File: src/rtl/usb_hs_pkg.sv
package usb_hs_pkg;
  localparam int HS_NUM_EP = 3;

  typedef enum logic [1:0] {
    TOK_OUT   = 2'd0,
    TOK_IN    = 2'd1,
    TOK_SETUP = 2'd2
  } tok_e;

  typedef enum logic [2:0] {
    RSP_DATA0 = 3'd0,
    RSP_DATA1 = 3'd1,
    RSP_ACK   = 3'd2,
    RSP_NAK   = 3'd3,
    RSP_STALL = 3'd4
  } rsp_e;

  // strobes from control to datapath, valid for one cycle
  typedef struct packed {
    logic                 rxTake;
    logic                 rxSetup;
    logic                 rxBad;
    logic [HS_NUM_EP-1:0] txAck;
  } strobe_t;
endpackage

File: src/rtl/usb_hs_ctrl.sv
module usb_hs_ctrl
  import usb_hs_pkg::*;
#(
  parameter int ADDR_W = 7,
  parameter int EP_W   = 4,
  parameter int CNT_W  = 4,
  parameter int NUM_EP = HS_NUM_EP
) (
  input  logic                    clk,
  input  logic                    rstN,
  input  logic                    busResetI,
  input  logic                    tokValidI,
  input  logic [1:0]              tokKindI,
  input  logic [ADDR_W-1:0]       tokAddrI,
  input  logic [EP_W-1:0]         tokEpI,
  input  logic                    dataValidI,
  input  logic                    dataPid1I,
  input  logic [CNT_W-1:0]        dataCntI,
  input  logic                    dataErrI,
  input  logic                    hostAckI,
  input  logic [ADDR_W-1:0]       devAddrI,
  input  logic                    rc0RdyI,
  input  logic [NUM_EP-1:0]       txRdyI,
  input  logic [NUM_EP-1:0]       toggleI,
  input  logic [NUM_EP-1:0]       stallI,
  input  logic [NUM_EP-1:0]       enableI,
  input  logic                    ctrlRdI,
  input  logic [NUM_EP*CNT_W-1:0] txCntI,
  output logic                    respValidO,
  output rsp_e                    respKindO,
  output logic [CNT_W-1:0]        respCntO,
  output strobe_t                 strobeO
);
  typedef enum logic [1:0] {ST_IDLE, ST_SETUP_DATA, ST_OUT_DATA, ST_WAIT_ACK} state_e;

  state_e            state, stateNext;
  logic [NUM_EP-1:0] ackEp, ackEpNext, epHit, inSel;
  logic              txHit, stallHit, tglHit, addrHit, outRule;
  logic [CNT_W-1:0]  cntHit;
  logic              rspV;
  rsp_e              rspK;
  logic [CNT_W-1:0]  rspC;

  genvar e;
  generate
    for (e = 0; e < NUM_EP; e++) begin : g_hit
      assign epHit[e] = (tokEpI == EP_W'(e));
    end
  endgenerate

  assign inSel    = epHit & enableI;
  assign txHit    = |(inSel & txRdyI);
  assign stallHit = |(inSel & stallI);
  assign tglHit   = |(inSel & toggleI);
  assign addrHit  = (tokAddrI == devAddrI);
  assign outRule  = stallI[0] || (ctrlRdI && (!dataPid1I || dataCntI != '0));

  always_comb begin
    cntHit = '0;
    for (int i = 0; i < NUM_EP; i++)
      if (inSel[i]) cntHit = cntHit | txCntI[i*CNT_W +: CNT_W];
  end

  always_comb begin
    stateNext = state;
    ackEpNext = ackEp;
    rspV      = 1'b0;
    rspK      = RSP_DATA0;
    rspC      = '0;
    strobeO   = '0;
    if (busResetI) begin
      stateNext = ST_IDLE;
    end else if (tokValidI) begin
      stateNext = ST_IDLE;
      if (addrHit) begin
        if (tokKindI == TOK_SETUP && epHit[0]) stateNext = ST_SETUP_DATA;
        else if (tokKindI == TOK_OUT && epHit[0]) stateNext = ST_OUT_DATA;
        else if (tokKindI == TOK_IN && |inSel) begin
          rspV = 1'b1;
          if (stallHit) rspK = RSP_STALL;
          else if (!txHit) rspK = RSP_NAK;
          else begin
            rspK      = tglHit ? RSP_DATA1 : RSP_DATA0;
            rspC      = cntHit;
            stateNext = ST_WAIT_ACK;
            ackEpNext = inSel;
          end
        end
      end
    end else if (dataValidI && (state == ST_SETUP_DATA || state == ST_OUT_DATA)) begin
      stateNext = ST_IDLE;
      if (dataErrI) strobeO.rxBad = 1'b1;
      else if (state == ST_SETUP_DATA) begin
        strobeO.rxTake  = 1'b1;
        strobeO.rxSetup = 1'b1;
        rspV = 1'b1;
        rspK = RSP_ACK;
      end else if (outRule) begin
        rspV = 1'b1;
        rspK = RSP_STALL;
      end else if (!rc0RdyI) begin
        rspV = 1'b1;
        rspK = RSP_NAK;
      end else begin
        strobeO.rxTake = 1'b1;
        rspV = 1'b1;
        rspK = RSP_ACK;
      end
    end else if (hostAckI && state == ST_WAIT_ACK) begin
      strobeO.txAck = ackEp;
      stateNext     = ST_IDLE;
    end
  end

  always_ff @(posedge clk or negedge rstN) begin
    if (!rstN) begin
      state      <= ST_IDLE;
      ackEp      <= '0;
      respValidO <= 1'b0;
      respKindO  <= RSP_DATA0;
      respCntO   <= '0;
    end else begin
      state      <= stateNext;
      ackEp      <= ackEpNext;
      respValidO <= rspV;
      respKindO  <= rspK;
      respCntO   <= rspC;
    end
  end

  // a stalled endpoint 0 answers IN with STALL
  assert_stall_in_R6: assert property (@(posedge clk) disable iff (!rstN)
    (tokValidI && !busResetI && tokKindI == TOK_IN && tokAddrI == devAddrI &&
     tokEpI == '0 && stallI[0]) |=> (respValidO && respKindO == RSP_STALL));

  // OUT data with receive-ready clear and no stall rule gets NAK
  assert_nak_not_ready_R5: assert property (@(posedge clk) disable iff (!rstN)
    (dataValidI && !tokValidI && !busResetI && state == ST_OUT_DATA && !dataErrI &&
     !stallI[0] && !ctrlRdI && !rc0RdyI) |=> (respValidO && respKindO == RSP_NAK));

  // a corrupt packet is never answered
  assert_err_silent_R11: assert property (@(posedge clk) disable iff (!rstN)
    (dataValidI && dataErrI && !tokValidI && !hostAckI) |=> !respValidO);

  // endpoint numbers beyond the implemented set are silent
  assert_high_ep_silent_R10: assert property (@(posedge clk) disable iff (!rstN)
    (tokValidI && tokEpI >= EP_W'(NUM_EP)) |=> !respValidO);
endmodule

File: src/rtl/usb_hs_dp.sv
module usb_hs_dp
  import usb_hs_pkg::*;
#(
  parameter int ADDR_W = 7,
  parameter int CNT_W  = 4,
  parameter int NUM_EP = HS_NUM_EP
) (
  input  logic              clk,
  input  logic              rstN,
  input  logic              busResetI,
  input  logic              addrWrI,
  input  logic [ADDR_W-1:0] addrI,
  input  logic              dataPid1I,
  input  logic [CNT_W-1:0]  dataCntI,
  input  logic              rc0RdySetI,
  input  logic [NUM_EP-1:0] txRdySetI,
  input  strobe_t           strobeI,
  output logic [ADDR_W-1:0] devAddrO,
  output logic              rc0RdyO,
  output logic [NUM_EP-1:0] txRdyO,
  output logic              rxFifoWeO,
  output logic              rxDoneO,
  output logic [NUM_EP-1:0] txDoneO,
  output logic              stTglO,
  output logic              stErrO,
  output logic              stDirO,
  output logic              stSetupO,
  output logic [CNT_W-1:0]  stCntO
);
  always_ff @(posedge clk or negedge rstN) begin
    if (!rstN) devAddrO <= '0;
    else if (busResetI) devAddrO <= '0;
    else if (addrWrI) devAddrO <= addrI;
  end

  always_ff @(posedge clk or negedge rstN) begin
    if (!rstN) begin
      rc0RdyO   <= 1'b0;
      rxFifoWeO <= 1'b0;
      rxDoneO   <= 1'b0;
      stTglO    <= 1'b0;
      stErrO    <= 1'b0;
      stDirO    <= 1'b0;
      stSetupO  <= 1'b0;
      stCntO    <= '0;
    end else begin
      rxFifoWeO <= strobeI.rxTake;
      rxDoneO   <= strobeI.rxTake;
      if (strobeI.rxTake) rc0RdyO <= 1'b0;
      else if (rc0RdySetI) rc0RdyO <= 1'b1;
      if (strobeI.rxTake) begin
        stTglO   <= dataPid1I;
        stErrO   <= 1'b0;
        stDirO   <= 1'b0;
        stSetupO <= strobeI.rxSetup;
        stCntO   <= dataCntI;
      end
      if (strobeI.rxBad) stErrO <= 1'b1;
      if (strobeI.txAck[0]) stDirO <= 1'b1;
    end
  end

  genvar e;
  generate
    for (e = 0; e < NUM_EP; e++) begin : g_tx
      always_ff @(posedge clk or negedge rstN) begin
        if (!rstN) begin
          txRdyO[e]  <= 1'b0;
          txDoneO[e] <= 1'b0;
        end else begin
          txDoneO[e] <= strobeI.txAck[e];
          if (strobeI.txAck[e]) txRdyO[e] <= 1'b0;
          else if (txRdySetI[e]) txRdyO[e] <= 1'b1;
        end
      end

      // transmit-ready only falls after a host acknowledge
      assert_txrdy_ack_only_R9: assert property (@(posedge clk) disable iff (!rstN)
        $fell(txRdyO[e]) |-> $past(strobeI.txAck[e]));
    end
  endgenerate

  // taking a packet clears receive-ready and pulses the done flag
  assert_take_clears_ready_R3: assert property (@(posedge clk) disable iff (!rstN)
    strobeI.rxTake |=> (!rc0RdyO && rxDoneO && rxFifoWeO));

  // bus reset returns the device address to zero
  assert_busreset_addr_R2: assert property (@(posedge clk) disable iff (!rstN)
    busResetI |=> (devAddrO == '0));
endmodule

File: src/rtl/usb_ep_handshake.sv
module usb_ep_handshake
  import usb_hs_pkg::*;
#(
  parameter int ADDR_W = 7,
  parameter int EP_W   = 4,
  parameter int CNT_W  = 4
) (
  input  logic                       clk,
  input  logic                       rstN,
  input  logic                       busResetI,
  input  logic                       addrWrI,
  input  logic [ADDR_W-1:0]          addrI,
  input  logic                       tokValidI,
  input  logic [1:0]                 tokKindI,
  input  logic [ADDR_W-1:0]          tokAddrI,
  input  logic [EP_W-1:0]            tokEpI,
  input  logic                       dataValidI,
  input  logic                       dataPid1I,
  input  logic [CNT_W-1:0]           dataCntI,
  input  logic                       dataErrI,
  input  logic                       hostAckI,
  input  logic                       rc0RdySetI,
  input  logic [HS_NUM_EP-1:0]       txRdySetI,
  input  logic [HS_NUM_EP-1:0]       toggleI,
  input  logic [HS_NUM_EP-1:0]       stallI,
  input  logic [HS_NUM_EP-2:0]       cfgI,
  input  logic                       ctrlRdI,
  input  logic [HS_NUM_EP*CNT_W-1:0] txCntI,
  output logic                       respValidO,
  output logic [2:0]                 respKindO,
  output logic [CNT_W-1:0]           respCntO,
  output logic                       rxFifoWeO,
  output logic                       rxDoneO,
  output logic [HS_NUM_EP-1:0]       txDoneO,
  output logic                       rc0RdyO,
  output logic [HS_NUM_EP-1:0]       txRdyO,
  output logic [ADDR_W-1:0]          devAddrO,
  output logic                       stTglO,
  output logic                       stErrO,
  output logic                       stDirO,
  output logic                       stSetupO,
  output logic [CNT_W-1:0]           stCntO
);
  localparam int NUM_EP = HS_NUM_EP;

  strobe_t           strobe;
  rsp_e              rspKind;
  logic [NUM_EP-1:0] enable;

  assign enable    = {cfgI, 1'b1};
  assign respKindO = rspKind;

  usb_hs_ctrl #(.ADDR_W(ADDR_W), .EP_W(EP_W), .CNT_W(CNT_W), .NUM_EP(NUM_EP)) ctrl_i (
    .clk(clk), .rstN(rstN), .busResetI(busResetI),
    .tokValidI(tokValidI), .tokKindI(tokKindI), .tokAddrI(tokAddrI), .tokEpI(tokEpI),
    .dataValidI(dataValidI), .dataPid1I(dataPid1I), .dataCntI(dataCntI),
    .dataErrI(dataErrI), .hostAckI(hostAckI), .devAddrI(devAddrO),
    .rc0RdyI(rc0RdyO), .txRdyI(txRdyO), .toggleI(toggleI), .stallI(stallI),
    .enableI(enable), .ctrlRdI(ctrlRdI), .txCntI(txCntI),
    .respValidO(respValidO), .respKindO(rspKind), .respCntO(respCntO),
    .strobeO(strobe)
  );

  usb_hs_dp #(.ADDR_W(ADDR_W), .CNT_W(CNT_W), .NUM_EP(NUM_EP)) dp_i (
    .clk(clk), .rstN(rstN), .busResetI(busResetI), .addrWrI(addrWrI), .addrI(addrI),
    .dataPid1I(dataPid1I), .dataCntI(dataCntI), .rc0RdySetI(rc0RdySetI),
    .txRdySetI(txRdySetI), .strobeI(strobe), .devAddrO(devAddrO), .rc0RdyO(rc0RdyO),
    .txRdyO(txRdyO), .rxFifoWeO(rxFifoWeO), .rxDoneO(rxDoneO), .txDoneO(txDoneO),
    .stTglO(stTglO), .stErrO(stErrO), .stDirO(stDirO), .stSetupO(stSetupO),
    .stCntO(stCntO)
  );
endmodule

File: config.mk
export PLATFORM = sky130hd
export DESIGN_NAME = usb_ep_handshake
export DESIGN_NICKNAME = d
export VERILOG_FILES = /design/src/rtl/usb_hs_pkg.sv /design/src/rtl/usb_hs_ctrl.sv /design/src/rtl/usb_hs_dp.sv /design/src/rtl/usb_ep_handshake.sv
export SDC_FILE = /design/constraint.sdc
export NUM_CORES = 1
export LEC_CHECK = 0
export ABC_AREA = 1
export CORE_MARGIN = 5
export CORE_UTILIZATION = 37
export DETAILED_ROUTE_END_ITERATION = 8
export HOLD_SLACK_MARGIN = 0.15
export PLACE_DENSITY = 0.84
export SYNTH_ARGS = -nofsm -noshare
export SYNTH_HDL_FRONTEND = slang
export SYNTH_HIERARCHICAL = 1
export SYNTH_SLANG_ARGS = --single-unit
File: constraint.sdc
create_clock -name clk -period 2.1 [get_ports clk]
set_input_delay 0.21 -clock clk [delete_from_list [all_inputs] [get_ports clk]]
set_output_delay 0.21 -clock clk [all_outputs]
set_load 0.005 [all_outputs]
==> run metrics <==
Max-cap violations=0; final setup margin=0.2616 ns; drt drc=0; Static Leak=0.001484 uW; CTS Sinks=36; H-tree depth=2; I/O pins=90; type of origin of the critical path=flip-flop; Die Wd=83 um; Power Dens Cells=483.1 nW/um^2; Antenna diodes=0; Setup Fix Bufs, Post-CTS=0; Worst Setup SP=ctrl_i/state[0]$_DFFE_PN0P_; vias in the first global route=1,800; #FFs+latches synth=36; die height=83 um; CP max FO=16; IR drop worst, VDD=0.2642 mV; drt first pass iters=4; initial antenna violation count=0; Synth cell types=28; Worst R2R End=dp_i/stTglO$_DFFE_PN0P_; Via density=4.429; final setup fails=0; Util after Layout=59.40%; Final period util=87.54%; worst hold path type=input pin to flip-flop; Initial DRC Count=104; largest net degree at the start of global routing=37; CTS tree=done; Place WS=0.1196 ns; Period minus WS final=1.838 ns; die area=6889 sq um; Hold Fails Final Rpt=0; Syn Inst Count=252; Skew-Pair Late Insertion Delay=0.29 ns; synthesized cell area=1972 sq um; DRT antenna net count=0; layout cells sized above 1=12.50%; final WL=4.965 mm; flop-to-flop setup slack=0.26 ns; Core ar.=5140 sq um; Arr. time, crit path=2.01 ns; vias after detailed routing=1,869; nets@finish=411; Clock Skew=0.005873 ns; R2R cell count=8; Slew @ Worst Pin=0.7813 ns; Syn. warnings=6; setup TNS=0 ns; RSZ-0062 raised after global routing=no; relative slew slack=47.91%; top cells by area, synth=dfrtp_1 (46%), nand2_1 (11%), nor2_1 (6.9%); DP HPWL=4.099 mm; Area Growth Syn to Fin=54.82%; cell taking the most area after synthesis=dfrtp_1; CP Data Required Time=2.27 ns; tightest hold margin=0.4756 ns; crit path capture=dp_i/stTglO$_DFFE_PN0P_; CTS buffer count=5; Setup CP Type=flip-flop to flip-flop; nature of the critical path endpoint=flip-flop; initial core utilization=38.36%; post-synthesis sequential area ratio=45.69%; clk buf depth=2; Filler cells=516; Root Buffer=clkbuf_8; Clock transition at path regs=0.07 ns; Avg Cell Area, Syn=7.825 sq um; status=finished, final reports clean; wire length per cell=11.77 um; Max Clk Rate=543.9 MHz; gr ovfl total=0; overall fraction of global-route tracks in use=14.62%; share of the synthesized area in the top cell type=45.69%; first-pass GRT wire length=8.355 mm; row cnt=26; Total Power=1475 uW; port bufs=89; Final Wtd Congestion=0.7838; RR Startpoint=ctrl_i/state[0]$_DFFE_PN0P_; max-slew violations=0
where the power goes:
part | switching, uW | leakage, uW | internal (uW)
Combinational | 101 | 0.000995 | 150
Clock | 245 | 0.0000510 | 262
Sequential | 10.0 | 0.000437 | 707
Total | 356 | 0.00148 | 1120
metal layers:
metal | GRT usage, % | up-vias | part of all wire, %
li1 | - | 981 | -
met1 | 17.82 | 819 | 43
met2 | 25.00 | 62 | 49
met3 | 4.356 | 7 | 6.8
met4 | 4.012 | 0 | 1.1
met5 | 0 | - | 0
sequential cells by signal (all words and copies together), names as in the netlist, 2 cells and up:
signal	count
ctrl_i/state	2
dp_i/devAddrO	7
ctrl_i/respKindO	3
ctrl_i/respCntO	4
ctrl_i/ackEp	3
dp_i/txDoneO	3
dp_i/stCntO	4
dp_i/txRdyO	3
layout make-up:
class	instances	area (sq um)	area share, %
timing repair buffer	93	918.4	30.08
tap	70	87.58	2.869
sequential	36	900.9	29.51
clock inverter	2	10.01	0.3279
clock buffer	6	82.58	2.705
inverter	38	142.6	4.672
multi-input combinational	177	910.9	29.84
worst min-delay path by stage:
stage / startpoint / endpoint / slack (ns) / cells past startpoint
5_1_grt: addrI[5] / dp_i/devAddrO[5]$_DFFE_PN0P_ / 0.49 / 3
6_report: addrI[3] / dp_i/devAddrO[3]$_DFFE_PN0P_ / 0.48 / 3
3_5_place_dp: rstN / dp_i/txDoneO[1]$_DFF_PN0_ / 0.34 / 1
4_1_cts: addrI[3] / dp_i/devAddrO[3]$_DFFE_PN0P_ / 0.47 / 3
2_1_floorplan: rstN / ctrl_i/ackEp[0]$_DFFE_PN0P_ / -0.09 / 0
3_3_place_gp: rstN / dp_i/txRdyO[0]$_DFFE_PN0P_ / 0.33 / 1
metrics by stage:
| step | cell area [sq um] | instances |
|---|---|---|
| finish | 3053 | 422 |
| global placement | 2945 | 413 |
| CTS | 3048 | 422 |
| global route | 3053 | 422 |
| detailed placement | 2945 | 413 |
| floorplan | 1979 | 254 |
synthesized netlist by cell type:
cell / instances
nand2_2: 5
conb_1: 1
inv_1: 33
nand4_1: 6
nand2_1: 60
nand3_1: 17
nand3_2: 4
xnor2_1: 3
o21ai_1: 1
nor2_1: 36
nor2_4: 2
o21bai_1: 3
ha_1: 2
a221oi_1: 1
nand2_4: 2
nor2_2: 9
buf_6: 2
inv_2: 5
a22o_1: 3
a21oi_2: 2
a21oi_1: 5
nor2_8: 1
or2_2: 1
buf_4: 1
o21ai_0: 6
nor3_1: 4
dfrtp_1: 36
o22ai_1: 1
critical path, cell delays in order (launching register included):
cell and delay, ns:
dfrtp_1 0.41, ha_1 0.30, nor2_1 0.14, inv_1 0.08, nor3_2 0.20, nand2_1 0.10, o21ai_0 0.16, buf_4 0.21
o21ai_0 0.11
cell families after synthesis:
kind of cell | after synthesis | share of synthesized area [%]
AOI/OAI and AO/OA | 22 | 7.170
xor gates and xnor gates | 3 | 1.333
adders and majority gates | 2 | 1.269
buffers and inverters | 41 | 8.757
DFF | 36 | 45.69
other | 1 | 0.1902
and+or+nand+nor | 147 | 35.60
what timing repair did:
item / in CTS / in global routing
endpoints found under the setup margin: 0 / 8
hold buffers: 1 / 0
hold endpoints to repair: 36 / 0
gates resized for setup: 0 / 1
placed cells by master (no fill, tap or decap), drive strengths merged, types with 2 or more instances in the layout:
cell and count:
ha 2, clkbuf 6, buf 4, o21ai 7, a21oi 7, nand3 21
nor3 4, nand4 6, clkinv 2, dfrtp 36, nand2 67, a22o 3
nor2 48, xnor2 3, o21bai 3, clkdlybuf4s50 88, conb 3, inv 38
Power figures use the tool's default switching activity.
